==> config.mk <==
export PLATFORM = sky130hd
export DESIGN_NAME = prio_irq_ctrl
export DESIGN_NICKNAME = d
export VERILOG_FILES = /design/src/rtl/prio_irq_pkg.sv /design/src/rtl/nmi_glitch_filter.sv /design/src/rtl/prio_pick.sv /design/src/rtl/prio_irq_ctrl.sv
export SDC_FILE = /design/constraint.sdc
export NUM_CORES = 1
export LEC_CHECK = 0
export CORE_UTILIZATION = 58
export CTS_CLUSTER_SIZE = 40
export DETAILED_ROUTE_END_ITERATION = 6
export DONT_BUFFER_PORTS = 1
export GPL_TIMING_DRIVEN = 0
export MAX_ROUTING_LAYER = met4
export PLACE_DENSITY_LB_ADDON = 0.05
export SLEW_MARGIN = 20
export SYNTH_ARGS = -nofsm -noshare
export SYNTH_HDL_FRONTEND = slang
export SYNTH_SLANG_ARGS = --single-unit
==> constraint.sdc <==
create_clock -name clk -period 2.95 [get_ports clk]
set_clock_uncertainty 0.05 [all_clocks]
set_input_delay 0.4425 -clock clk [delete_from_list [all_inputs] [get_ports clk]]
set_output_delay 0.4425 -clock clk [all_outputs]
set_load 0.1 [all_outputs]
==> src/rtl/prio_irq_pkg.sv <==
package prio_irq_pkg;
    localparam int LVL_W   = 4;
    localparam int LVL_MAX = (1 << LVL_W) - 1;

    typedef enum logic [1:0] {
        ST_IDLE = 2'd0,
        ST_SAVE = 2'd1,
        ST_VEC  = 2'd2
    } acc_state_e;
endpackage

==> src/rtl/nmi_glitch_filter.sv <==
module nmi_glitch_filter #(
    parameter int CNT_W = 4
) (
    input  logic             clk,
    input  logic             rst_n,
    input  logic             raw_i,
    input  logic [CNT_W-1:0] len_i,
    output logic             rise_o
);
    typedef struct packed {
        logic             s1;
        logic             s2;
        logic             stable;
        logic [CNT_W-1:0] cnt;
        logic             rise;
    } flt_t;

    flt_t flt_d, flt_q;
    logic [CNT_W:0] need;
    logic [CNT_W:0] seen;

    always_comb begin
        flt_d      = flt_q;
        flt_d.s1   = raw_i;
        flt_d.s2   = flt_q.s1;
        flt_d.rise = 1'b0;
        // A length of 0 behaves like a length of 1.
        need = (len_i == '0) ? (CNT_W+1)'(1) : {1'b0, len_i};
        seen = {1'b0, flt_q.cnt} + (CNT_W+1)'(1);
        if (flt_q.s2 == flt_q.stable) begin
            flt_d.cnt = '0;
        end else if (seen >= need) begin
            flt_d.stable = flt_q.s2;
            flt_d.cnt    = '0;
            flt_d.rise   = flt_q.s2;
        end else begin
            flt_d.cnt = seen[CNT_W-1:0];
        end
    end

    always_ff @(posedge clk or negedge rst_n) begin
        if (!rst_n) flt_q <= '0;
        else        flt_q <= flt_d;
    end

    assign rise_o = flt_q.rise;
endmodule

==> src/rtl/prio_pick.sv <==
module prio_pick #(
    parameter int NUM_SRC = 8,
    parameter int IDX_W   = 3
) (
    input  logic [NUM_SRC-1:0]   req_i,
    input  logic [NUM_SRC*4-1:0] prio_i,
    output logic                 hit_o,
    output logic [IDX_W-1:0]     idx_o,
    output logic [3:0]           lvl_o
);
    logic [3:0] lvl_arr [NUM_SRC];

    for (genvar g = 0; g < NUM_SRC; g++) begin : g_unpack
        assign lvl_arr[g] = req_i[g] ? prio_i[g*4 +: 4] : 4'd0;
    end

    always_comb begin
        hit_o = 1'b0;
        idx_o = '0;
        lvl_o = 4'd0;
        // Strict comparison keeps the lowest index on a tie.
        for (int i = 0; i < NUM_SRC; i++) begin
            if (lvl_arr[i] > lvl_o) begin
                hit_o = 1'b1;
                idx_o = IDX_W'(i);
                lvl_o = lvl_arr[i];
            end
        end
    end
endmodule

==> src/rtl/prio_irq_ctrl.sv <==
module prio_irq_ctrl
    import prio_irq_pkg::*;
#(
    parameter int NUM_SRC  = 8,
    parameter int VEC_W    = 8,
    parameter int VEC_BASE = 64,
    parameter int FILT_W   = 4
) (
    input  logic                 clk,
    input  logic                 rst_n,
    input  logic [NUM_SRC-1:0]   src_req,
    input  logic [NUM_SRC*4-1:0] src_prio,
    input  logic                 nmi_in,
    input  logic [FILT_W-1:0]    nmi_filt_len,
    input  logic                 mask_wr_en,
    input  logic [3:0]           mask_wr_val,
    input  logic                 save_done,
    input  logic                 vec_ack,
    output logic                 irq_req,
    output logic                 irqout_n,
    output logic                 vec_valid,
    output logic [VEC_W-1:0]     vec_num,
    output logic [3:0]           mask_level
);
    localparam int IDX_W   = (NUM_SRC > 1) ? $clog2(NUM_SRC) : 1;
    localparam int NMI_VEC = VEC_BASE + NUM_SRC;

    typedef struct packed {
        acc_state_e       state;
        logic [3:0]       mask;
        logic [VEC_W-1:0] vec;
        logic             nmi_pend;
    } ctl_t;

    ctl_t       ctl_d, ctl_q;
    logic       nmi_rise;
    logic       pick_hit;
    logic [IDX_W-1:0] pick_idx;
    logic [3:0] pick_lvl;

    nmi_glitch_filter #(.CNT_W(FILT_W)) u_nmi_flt (
        .clk    (clk),
        .rst_n  (rst_n),
        .raw_i  (nmi_in),
        .len_i  (nmi_filt_len),
        .rise_o (nmi_rise)
    );

    prio_pick #(.NUM_SRC(NUM_SRC), .IDX_W(IDX_W)) u_pick (
        .req_i  (src_req),
        .prio_i (src_prio),
        .hit_o  (pick_hit),
        .idx_o  (pick_idx),
        .lvl_o  (pick_lvl)
    );

    always_comb begin
        ctl_d = ctl_q;
        if (nmi_rise) ctl_d.nmi_pend = 1'b1;
        unique case (ctl_q.state)
            ST_IDLE: begin
                if (ctl_q.nmi_pend) begin
                    ctl_d.state    = ST_SAVE;
                    ctl_d.mask     = 4'(LVL_MAX);
                    ctl_d.vec      = VEC_W'(NMI_VEC);
                    ctl_d.nmi_pend = nmi_rise;
                end else if (pick_hit && (pick_lvl > ctl_q.mask)) begin
                    ctl_d.state = ST_SAVE;
                    ctl_d.mask  = pick_lvl;
                    ctl_d.vec   = VEC_W'(VEC_BASE) + VEC_W'(pick_idx);
                end else if (mask_wr_en) begin
                    ctl_d.mask = mask_wr_val;
                end
            end
            ST_SAVE: if (save_done) ctl_d.state = ST_VEC;
            ST_VEC:  if (vec_ack)   ctl_d.state = ST_IDLE;
            default: ctl_d.state = ST_IDLE;
        endcase
    end

    always_ff @(posedge clk or negedge rst_n) begin
        if (!rst_n) begin
            ctl_q.state    <= ST_IDLE;
            ctl_q.mask     <= 4'(LVL_MAX);
            ctl_q.vec      <= '0;
            ctl_q.nmi_pend <= 1'b0;
        end else begin
            ctl_q <= ctl_d;
        end
    end

    assign irq_req    = (ctl_q.state == ST_SAVE);
    assign irqout_n   = (ctl_q.state != ST_SAVE);
    assign vec_valid  = (ctl_q.state == ST_VEC);
    assign vec_num    = ctl_q.vec;
    assign mask_level = ctl_q.mask;
endmodule

Word level (Yosys, flattened, before mapping)
Index checks and enable logic that the tools add are counted.
W data, S select, Z words.

word-level totals
  bits of input ports = 54
  bits in registers = 23
  output and inout port bits = 15

cells by class
  reductions and logical operators = 9
  order comparisons = 10
  bitwise logic cells = 1
  mux-type cells = 47
  equality and inequality tests = 7
  add/sub/neg operators = 2

operator list
  kind                   count
  $mux W4                21
  $gt A4 B4 Y1           8
  $mux W1                14
  $mux W14               1
  $mux W3                4
  $mux W2                5
  $add A7 B3 Y8 const A  1
  $mux W8                1
  $pmux W2 S3            1
  $reduce_and A2 Y1      3
  $add A4 B1 Y5 const B  1
  $ge A5 B5 Y1           1
  $gt A4 B1 Y1 const B   1
  $logic_not A4 Y1       1
  $ne A2 B2 Y1 const B   2
  $ne A3 B3 Y1 const B   1
  $reduce_and A3 Y1      1
  $reduce_bool A3 Y1     1
  $eq A2 B1 Y1 const B   1
  $eq A2 B2 Y1 const B   1
  $logic_not A2 Y1       1
  $ne A2 B1 Y1 const B   1
  $reduce_bool A2 Y1     1
  $eq A1 B1 Y1           1
  2 further kinds        2

Logic depth before layout (Yosys ltp)
Gate-level depths: netlist of run 1.

  depth after elaboration = 22
  gate-level depth with buffers = 71

By module
From an unflattened synthesis of run 1, not the netlist that was laid out.

unflattened totals
  cells, all modules = 355
  area, all modules = 2897.8 µm²

modules (own cells, without submodules)
  module             cells each  instances  area an instance (µm²)
  prio_pick          240         1          1666.6
  prio_irq_ctrl      81          1          807.0
  nmi_glitch_filter  34          1          424.2

Worst setup path after synthesis of run 1
Ideal clock, no wire load.

  path kind = input to register
  start point = input port src_prio[5]
  end point = register ctl_q, in the netlist vec_num[1]
  path buffers = 3
  stages = 67
  setup time = 0.083 ns
  path slack = -9.041 ns
  arrival = 11.858 ns
  path through = nand2_1 -> inv_1 -> ha_1 -> nor2b_1 -> nor2_1 -> a21oi_1 -> maj3_1 -> a22o_1 -> mux2i_1 -> ha_1 -> nor2_1 -> a31oi_1 -> a2111oi_2 -> a21bo_2 -> nand3_1 -> a21oi_1 -> ha_1 -> clkbuf_1 -> [... 31 more ...] -> nor2b_1 -> o21ai_0 -> nand2b_1 -> a21oi_1 -> a41o_1 -> nand2_1 -> mux2i_1 -> or2_2 -> ha_1 -> nor2b_1 -> o21ai_0 -> nand2b_1 -> a21oi_1 -> a41oi_1 -> o21a_1 -> buf_2 -> mux2_1 -> o22ai_1

on the way
  cells in the longest elaborated chain, start to end = 19
  elaborated cells on any way between the ends = 36
  those cells by class = 1 x add/sub; 8 x order compare; 24 x mux; 3 x reduce/logical

ends and longest elaborated chain
  element                                                                RTL line             RTL
  from (decl)                                                            prio_irq_ctrl.sv:12  input logic [NUM_SRC*4-1:0] src_prio,
  $mux W4 *                                                              prio_pick.sv:14      assign lvl_arr[g] = req_i[g] ? prio_i[g*4 +: 4] : 4'd0;
  parallel branches: the longest is 18 deep, another holds $gt A4 B4 Y1  -
  to (signal assigned)                                                   prio_irq_ctrl.sv:88  ctl_q <= ctl_d;
  to (decl)                                                              prio_irq_ctrl.sv:35  ctl_t ctl_d, ctl_q;

Mark *: on every way between the ends. The select of a mux whose other input is x is not followed.
A chain may end at the register's enable or synchronous reset.

Worst setup path in the final report of run 1
  start point = input port src_prio[5]
  end point = register ctl_q, in the netlist mask_level[3]

on the way
  cells in the longest elaborated chain, start to end = 19
  elaborated cells on any way between the ends = 28
  those cells by class = 8 x order compare; 17 x mux; 3 x reduce/logical

ends and longest elaborated chain
  element                                                                RTL line             RTL
  $mux W4 *                                                              prio_pick.sv:14
  $gt A4 B4 Y1                                                           prio_pick.sv:23      if (lvl_arr[i] > lvl_o) begin
  $mux W4                                                                prio_pick.sv:23
  $gt A4 B4 Y1                                                           prio_pick.sv:23
  $mux W4                                                                prio_pick.sv:23
  $gt A4 B4 Y1                                                           prio_pick.sv:23
  $mux W4                                                                prio_pick.sv:23
  $gt A4 B4 Y1                                                           prio_pick.sv:23
  [... 3 more ...]                                                       -
  $gt A4 B4 Y1                                                           prio_pick.sv:23
  $mux W4                                                                prio_pick.sv:23
  $gt A4 B4 Y1                                                           prio_pick.sv:23
  $mux W4                                                                prio_pick.sv:23
  $gt A4 B4 Y1                                                           prio_irq_ctrl.sv:67  end else if (pick_hit && (pick_lvl > ctl_q.mask)) begin
  $logic_and A1 B1 Y1                                                    prio_irq_ctrl.sv:67
  $reduce_bool A3 Y1 (no source line) / $mux W4 (equally long branches)  -
  $reduce_and A2 Y1 (no source line) / $mux W14 (equally long branches)  -

Every way passes the cells marked *; elsewhere a longest branch is shown, timed or not.

==> metrics.md, run 1 <==
| Metric | Value |
|---|---|
| Commonest non-fill, non-tap cell in the layout | buf_4 |
| Adder-cell share of the synthesized area | 10.8% |
| Worst r2r src | u_nmi_flt.flt_q[1]$_DFF_PN0_ |
| CTS Buf Count | 3 |
| Clock Path Buffers | 2 |
| Die ar. | 0.00563 mm² |
| Post-synth top area share | 13.0% |
| Syn Std Cell Area | 0.00309 mm² |
| Die X | 75.0 µm |
| Largest net degree at the start of global routing | 21 |
| Cell taking the most area after synthesis | dfrtp_1 |
| Area grow syn2layout | 44.6% |
| Reg clk slew, reported paths | 0.07 ns |
| Crit. End Element | flip-flop |
| Synthesized area per cell | 7.75 µm² |
| Critical path origin | src_prio[5] |
| DP Area | 0.00346 mm² |
| DR vias | 3688 |
| Final Cell Area | 0.00447 mm² |
| Tmin final | 11.69 ns |
| First-pass GRT wire length | 13.4 mm |
| Largest family of logic cells by synthesized area | compound AO/OA/AOI/OAI gates |
| Antenna violations before repair | 1 |
| Initial Utilization | 60.5% |
| Max cap viols | 0 |
| Largest cells by area after synthesis | dfrtp_1, ha_1, nand2_1 |
| FP Rows | 26 |
| CP required | 3.09 ns |
| Slew margin rel. | 30.5% |
| F_max | 0.0855 GHz |
| Cell area power density | 1260 mW/mm² |
| Post-synthesis async set-or-reset flop share | 100% |
| Hold slack | 0.157 ns |
| Most frequent cells in the layout | buf_4, nand2_1, inv_1, nor2_1 |
| Worst-skew pair later-pin latency | 0.26 ns |
| # nets final | 558 |
| Arr. time, crit path | 11.83 ns |
| Compound-gate portion of the synthesized area | 32.3% |
| Num ports | 69 |
| Register Area | 505 µm² |
| Unrepaired setup endpoints after global routing | yes |
| Gp weighted congestion | 0.837 |
| Worst setup margin | -8.74 ns |
| Most common cell on crit path | ha_4 |
| Layout filler cell count | 268 |
| Critical Path Sink | mask_level[3]$_DFFE_PN1P_ |
| Startpoint class of the critical path | input port |
| Die H | 75.0 µm |
| Area of the multi-input gates | 0.00300 mm² |
| DRC viols | 0 |
| Synth Instances | 399 |
| Multiplexer area fraction after synthesis | 3.48% |
| Post-synth cell types | 87 |
| Static leakage | 0.00195 µW |
| Worst-Margin Slew | 1.04 ns |
| Reg2reg path depth | 7 |
| Top_reg_cell synth | dfrtp_1 |
| Drt wl/cell | 19.6 µm |
| Placed Cells | 473 |
| Post-Route WL | 10.7 mm |
| Root Buffer | clkbuf_8 |
| Pins over their slew limit | 0 |
| First drt pass iteration count | 5 |
| Port Buf Inserts | 0 |
| CP max-delay cell | a2111o_1 |
| DP Wirelength | 5.87 mm |
| Final worst-path cycle share | 396% |
| Syn. warnings | 0 |
| Number of routed nets with antenna violations | 0 |
| Failing checks | setup timing |
| CTS tree | yes |
| Tot Pwr | 5640 µW |
| Final Hold Viols | 0 |
| CP max stage delay | 0.46 ns |
| Crit Path Max Fanout | 6 |
| XOR/XNOR Fraction of Synth Area | 1.70% |
| EDFF count, synth | 0 |
| Flop2flop setup slack | 0.29 ns |
| Crit Path Category | in2reg |
| Outcome | finished with violations |
| R2R Path End | u_nmi_flt.flt_q[5]$_DFFE_PN0P_ |
| Total grt overflow | 0 |
| CTS H-tree lvls | 1 |
| Hold Crit Class | in2reg |
| CORE AREA | 0.00511 mm² |
| Vias in the first global route | 3088 |
| GRT Overall Usage | 31.4% |
| Clock Sinks | 20 |
| VDD IR-drop max | 959 µV |
| Synthesized flop and latch total | 20 |
| Post-route insts no fill | 548 |
| Share of layout cells above drive strength 1 | 44.2% |
| Register area share after synthesis | 16.3% |
| Synth Area in Simple Gates | 27.6% |
| Via-to-Cell Ratio | 6.73 |
| Final setup fails | 10 |
| Initial DRC count | 280 |
-- state kept, by name, indices dropped and copies added, names as in the netlist --
register          flops
u_nmi_flt.flt_q       6
vec_num               5
mask_level            4
ctl_q                 3
u_nmi_flt.flt_d       1
u_nmi_flt.rise_o      1
-- cell usage after synthesis, types with 3 or more instances --
| cell type | n |
|---|---|
| buf_4 | 12 |
| nand2b_1 | 9 |
| a41oi_1 | 3 |
| and2_1 | 13 |
| a32oi_1 | 5 |
| a22o_1 | 4 |
| and3_1 | 7 |
| o21ai_0 | 20 |
| a21o_1 | 5 |
| nand4_1 | 7 |
| mux2i_1 | 6 |
| nor2b_1 | 9 |
| clkbuf_1 | 5 |
| dfstp_2 | 4 |
| o31a_1 | 3 |
| or2_2 | 7 |
| xnor2_1 | 4 |
| a211oi_1 | 6 |
| nor3_1 | 5 |
| o31ai_1 | 3 |
| a21oi_1 | 25 |
| a31oi_1 | 5 |
| nand3_1 | 10 |
| ha_1 | 26 |
| nor2_1 | 30 |
| nand2_1 | 50 |
| dfrtp_1 | 16 |
| inv_1 | 24 |
-- routing by layer --
metal / share of wire (%) / GRT usage [%] / vias to the layer above
met5: 0 / - / -
met4: 3.4 / 6.92 / 0
met3: 5.8 / 4.82 / 42
met2: 52 / 54.7 / 213
met1: 39 / 38.2 / 1792
li1: - / - / 1641
-- per-stage QoR --
| stage | util (%) | worst slack (ns) | setup TNS (ns) |
|---|---|---|---|
| finish | 87.6 | -8.74 | -86.11 |
| global placement | 67.1 | -9.03 | -88.66 |
| detailed placement | 67.8 | -9.36 | -91.62 |
| CTS | 79.1 | -8.34 | -82.57 |
| floorplan | - | -8.01 | -78.38 |
| global route | 87.6 | -9.04 | -89.37 |
-- where the power goes --
group | internal, µW | switching [µW]
clock | 96.2 | 89.1
combinational | 2220 | 2730
sequential | 405 | 104
total | 2720 | 2930
-- repair_timing --
item                                    in CTS  in global routing
setup buffers                               49                 24
pin swaps                                   21                 30
gates resized for setup                     38                 51
endpoints found under the setup margin      10                 10
hold buffers                                 1                  0
hold endpoints to repair                    20                  0
-- final cells by class --
cell class              instances  share of cell area [%]
repair buffers                 74                    13.3
multi-input cells             335                    67.0
clock buffers                   4                    1.01
inverters                      24                    2.07
diodes                          1                  0.0560
flip-flops and latches         20                    11.3
well taps                      70                    1.96
plain buffers                  20                    3.36
-- worst min-delay path by stage --
stage,startpoint,end,cells after the start
2_1_floorplan,rst_n,ctl_q[0]$_DFF_PN0_,0
3_3_place_gp,rst_n,vec_num[2]$_DFFE_PN0P_,0
3_5_place_dp,rst_n,vec_num[2]$_DFFE_PN0P_,0
4_1_cts,nmi_in,u_nmi_flt.flt_d[6]$_DFF_PN0_,0
5_1_grt,nmi_in,u_nmi_flt.flt_d[6]$_DFF_PN0_,0
6_report,nmi_in,u_nmi_flt.flt_d[6]$_DFF_PN0_,0
-- worst max-delay path: cells and delay by family --
family | cells | cell delay (ns)
simple gates | 20 | 2.62
mux | 3 | 0.63
compound gates | 28 | 5.36
fa+ha+maj | 9 | 2.31
buf+inv | 4 | 0.44
-- cell families after synthesis --
| kind of cell | after synthesis |
|---|---|
| simple gates | 164 |
| compound gates | 125 |
| buf+inv | 46 |
| fa+ha+maj | 27 |
| flops | 20 |
| mux | 10 |
| xor+xnor | 6 |
| other cells | 1 |
No activity file was read; power rests on OpenSTA's default activity.
==> run 2, diff against run 1 <==
--- a/config.mk
+++ b/config.mk
@@ -5,13 +5,14 @@
 export SDC_FILE = /design/constraint.sdc
 export NUM_CORES = 1
 export LEC_CHECK = 0
-export CORE_UTILIZATION = 58
+export CORE_UTILIZATION = 66
 export CTS_CLUSTER_SIZE = 40
 export DETAILED_ROUTE_END_ITERATION = 6
 export DONT_BUFFER_PORTS = 1
 export GPL_TIMING_DRIVEN = 0
 export MAX_ROUTING_LAYER = met4
 export PLACE_DENSITY_LB_ADDON = 0.05
+export SETUP_SLACK_MARGIN = 0.1
 export SLEW_MARGIN = 20
 export SYNTH_ARGS = -nofsm -noshare
 export SYNTH_HDL_FRONTEND = slang
==> metrics.md, run 2 <==
| Metric | Value |
|---|---|
| Outcome | aborted with a tool error |
| Failed at | 5_1_grt |
| First Err | [ERROR GRT-0116] Global routing finished with congestion. Check the congestion regions in the DRC Viewer. |
| Clock Path Buffers | 2 (unchanged) |
| Die H | 70.4 µm (-6.1%) |
| Top_reg_cell synth | dfrtp_1 |
| Clock Sinks | 20 (unchanged) |
| Root Buffer | clkbuf_8 |
| Synthesized flop and latch total | 20 (unchanged) |
| Synth Instances | 399 (unchanged) |
| GRT Overall Usage | 64.6% |
| Vias in the first global route | 4641 |
| Largest net degree at the start of global routing | 21 |
| Post-synth cell types | 87 (unchanged) |
| Synth cell count leaders | nand2_1, nor2_1, ha_1, a21oi_1, inv_1 |
| Syn. warnings | 0 (unchanged) |
| Post-synthesis async set-or-reset flop share | 100% (unchanged) |
| Gp weighted congestion | 0.860 (+2.7%) |
| Cell taking the most area after synthesis | dfrtp_1 |
| Initial Utilization | 70.0% (+9.5 points) |
| Register area share after synthesis | 16.3% (unchanged) |
| Synthesized area per cell | 7.75 µm² (unchanged) |
| Placed Cells | 455 (-3.8%) |
| Port Buf Inserts | 0 (unchanged) |
| Largest cells by area after synthesis | dfrtp_1, ha_1, nand2_1 |
| CTS H-tree lvls | 1 (unchanged) |
| First-pass GRT wire length | 23.8 mm |
| Syn Std Cell Area | 0.00309 mm² (unchanged) |
| Post-synth top area share | 13.0% (unchanged) |
| FP Rows | 24 (-7.7%) |
| Total grt overflow | 5 |
| Die X | 70.4 µm (-6.1%) |
| CTS Buf Count | 3 (unchanged) |
| EDFF count, synth | 0 (unchanged) |
| Num ports | 69 (unchanged) |
| Cell with the most instances after synthesis | nand2_1 |
| DP Wirelength | 6.02 mm (+2.5%) |
| DP Area | 0.00344 mm² (-0.65%) |
-- run 2: layer usage --
metal	GRT overflow	GRT usage (%)
met1	0	62.9
met2	2	88.8
met3	0	38.7
met4	3	57.6
met5	-	-
-- run 2: repair_timing --
item	4_1_cts
setup buffers	56
endpoints found under the setup margin	10
hold buffers	1
gates resized for setup	49
pin swaps	31
hold endpoints to repair	20
-- run 2: logic make-up after synthesis --
kind of cell	synth area share, %
adder cells (fa/ha/maj)	10.8
AND/OR/NAND/NOR	27.6
buffers and inverters	7.61
other	0.121
XOR/XNOR	1.70
multiplexers	3.48
flip-flops	16.3
AO/OA/AOI/OAI	32.3
-- run 2: stage by stage --
step / setup WS (ns) / TNS, ns
floorplan: -8.01 / -78.38
global placement: -9.02 / -88.33
detailed placement: -9.36 / -91.93
CTS: -8.32 / -82.51
==> run 3, diff against run 2 <==
--- a/config.mk
+++ b/config.mk
@@ -5,14 +5,11 @@
 export SDC_FILE = /design/constraint.sdc
 export NUM_CORES = 1
 export LEC_CHECK = 0
-export CORE_UTILIZATION = 66
-export CTS_CLUSTER_SIZE = 40
+export CORE_UTILIZATION = 40
 export DETAILED_ROUTE_END_ITERATION = 6
 export DONT_BUFFER_PORTS = 1
 export GPL_TIMING_DRIVEN = 0
-export MAX_ROUTING_LAYER = met4
-export PLACE_DENSITY_LB_ADDON = 0.05
-export SETUP_SLACK_MARGIN = 0.1
+export PLACE_DENSITY_LB_ADDON = 0.15
 export SLEW_MARGIN = 20
 export SYNTH_ARGS = -nofsm -noshare
 export SYNTH_HDL_FRONTEND = slang
==> metrics.md, run 3 (synthesis gave the netlist of run 1 again) <==
| Metric | Value |
|---|---|
| Outcome | finished with violations |
| Failing checks | setup timing |
| Crit Path Max Fanout | 6 |
| DP Area | 0.00350 mm² (+1.7%) |
| Post-route insts no fill | 548 |
| Num ports | 69 (unchanged) |
| Cell area power density | 1270 mW/mm² |
| F_max | 0.0893 GHz |
| Drt wl/cell | 16.2 µm |
| Top reg by flops | u_nmi_flt.flt_q |
| Worst-Margin Slew | 1.04 ns |
| Setup TNS Final | -81.80 ns |
| Worst setup margin | -8.25 ns |
| Via-to-Cell Ratio | 5.90 |
| Initial DRC count | 101 |
| Die ar. | 0.00808 mm² |
| Pins over their slew limit | 0 |
| CP delay by family, top | compound AO/OA/AOI/OAI gates |
| Worst Path Buf+Inv | 4 |
| Final worst-path cycle share | 380% |
| Total grt overflow | 0 |
| First drt pass iteration count | 4 |
| VDD IR-drop max | 1100 µV |
| Share of layout cells above drive strength 1 | 41.3% |
| CTS Buf Count | 3 (unchanged) |
| DRC viols | 0 |
| Die X | 89.9 µm (+28%) |
| Clock Path Buffers | 2 (unchanged) |
| CORE AREA | 0.00737 mm² |
| DR vias | 3233 |
| Most common cell on crit path | ha_4 |
| Post-Route WL | 8.90 mm |
| Root Buffer | clkbuf_8 |
| Final Cell Area | 0.00433 mm² |
| Tmin final | 11.20 ns |
| First-pass GRT wire length | 14.2 mm |
| Largest net degree at the start of global routing | 21 |
| Most frequent cells in the layout | buf_4, nand2_1, nor2_1 |
| CTS H-tree lvls | 1 (unchanged) |
| CP max-delay cell | a222oi_1 |
| Area grow syn2layout | 39.9% |
| CP required | 3.08 ns |
| Unrepaired setup endpoints after global routing | yes |
| Antenna violations before repair | 1 |
| Slew margin rel. | 30.5% |
| GRT Overall Usage | 20.6% |
| Max cap viols | 0 |
| Crit. End Element | flip-flop |
| Reg clk slew, reported paths | 0.08 ns |
| CP max stage delay | 0.44 ns |
| Port Buf Inserts | 0 (unchanged) |
| Arr. time, crit path | 11.34 ns |
| Startpoint class of the critical path | input port |
| Hold Crit Class | in2reg |
| Number of routed nets with antenna violations | 0 |
| Final setup fails | 10 |
| Worst-skew pair later-pin latency | 0.27 ns |
| Crit Path Category | in2reg |
| DP Wirelength | 6.29 mm (+4.4%) |
| CTS tree | yes |
| Final Hold Viols | 0 |
| Gp weighted congestion | 0.837 (-2.7%) |
| Commonest non-fill, non-tap cell in the layout | buf_4 |
| Die H | 89.9 µm (+28%) |
| Initial Utilization | 42.0% (-28 points) |
| Vias in the first global route | 3138 |
| Static leakage | 0.00183 µW |
| Clock Sinks | 20 (unchanged) |
| Pre-CTS setup slack | -9.36 ns (-0.00502 ns) |
| Placed Cells | 502 (+10%) |
| # nets final | 529 |
| FP Rows | 31 (+29%) |
| Max reg flops | 6 |
run 3: per-layer routing:
metal	GRT usage, %	vias up	part of all wire (%)
li1	-	1583	-
met1	26.2	1541	44
met2	37.3	92	51
met3	2.96	17	3.8
met4	3.09	0	1.0
met5	0	-	0
run 3: what timing repair did:
| action | 4_1_cts | 5_1_grt |
|---|---|---|
| hold buffers | 1 | 0 |
| buffers inserted | 30 | 11 |
| endpoints found under the hold margin | 20 | 0 |
| pin swaps | 7 | 23 |
| gates resized for setup | 43 | 44 |
| endpoints found under the setup margin | 10 | 10 |
run 3: worst paths after layout:
kind                                                end  cells past startpoint  slack (ns)                         start
min in group asynchronous        vec_num[3]$_DFFE_PN0P_                      1        0.69                         rst_n
min                        u_nmi_flt.flt_d[6]$_DFF_PN0_                      0        0.15                        nmi_in
max                              vec_num[1]$_DFFE_PN0P_                     66       -8.25                   src_prio[5]
max reg2reg                       ctl_q[14]$_DFFE_PN0P_                      3        0.40         ctl_q[14]$_DFFE_PN0P_
min reg2reg                u_nmi_flt.flt_q[6]$_DFF_PN0_                      0        0.31  u_nmi_flt.flt_d[6]$_DFF_PN0_
max in group asynchronous         ctl_q[13]$_DFFE_PN0P_                      1        1.61                         rst_n
run 3: layout make-up:
| class | instances | area (µm²) |
|---|---|---|
| multi-input combinational | 335 | 3010 |
| clock buffer | 4 | 55.1 |
| tap | 99 | 124 |
| buffer | 21 | 164 |
| timing repair buffer | 44 | 369 |
| sequential | 20 | 505 |
| fill | 680 | 3040 |
| inverter | 24 | 92.6 |
| antenna | 1 | 2.50 |
run 3: stage by stage:
| stage | utilization (%) | hold WS (ns) | power, µW |
|---|---|---|---|
| 4_1_cts | 53.9 | 0.150 | 4890 |
| 3_5_place_dp | 47.5 | 0.0974 | 3810 |
| 6_report | 58.7 | 0.154 | 5510 |
| 5_1_grt | 58.7 | 0.144 | 5830 |
| 2_1_floorplan | - | 0.0969 | 3270 |
| 3_3_place_gp | 47.0 | 0.0975 | 3710 |
run 3: power breakdown:
part	total, µW	switching, µW	leakage, µW	internal (µW)
sequential	500	95.4	0.000238	405
clock	212	93.4	0.0000288	119
combinational	4800	2580	0.00156	2220
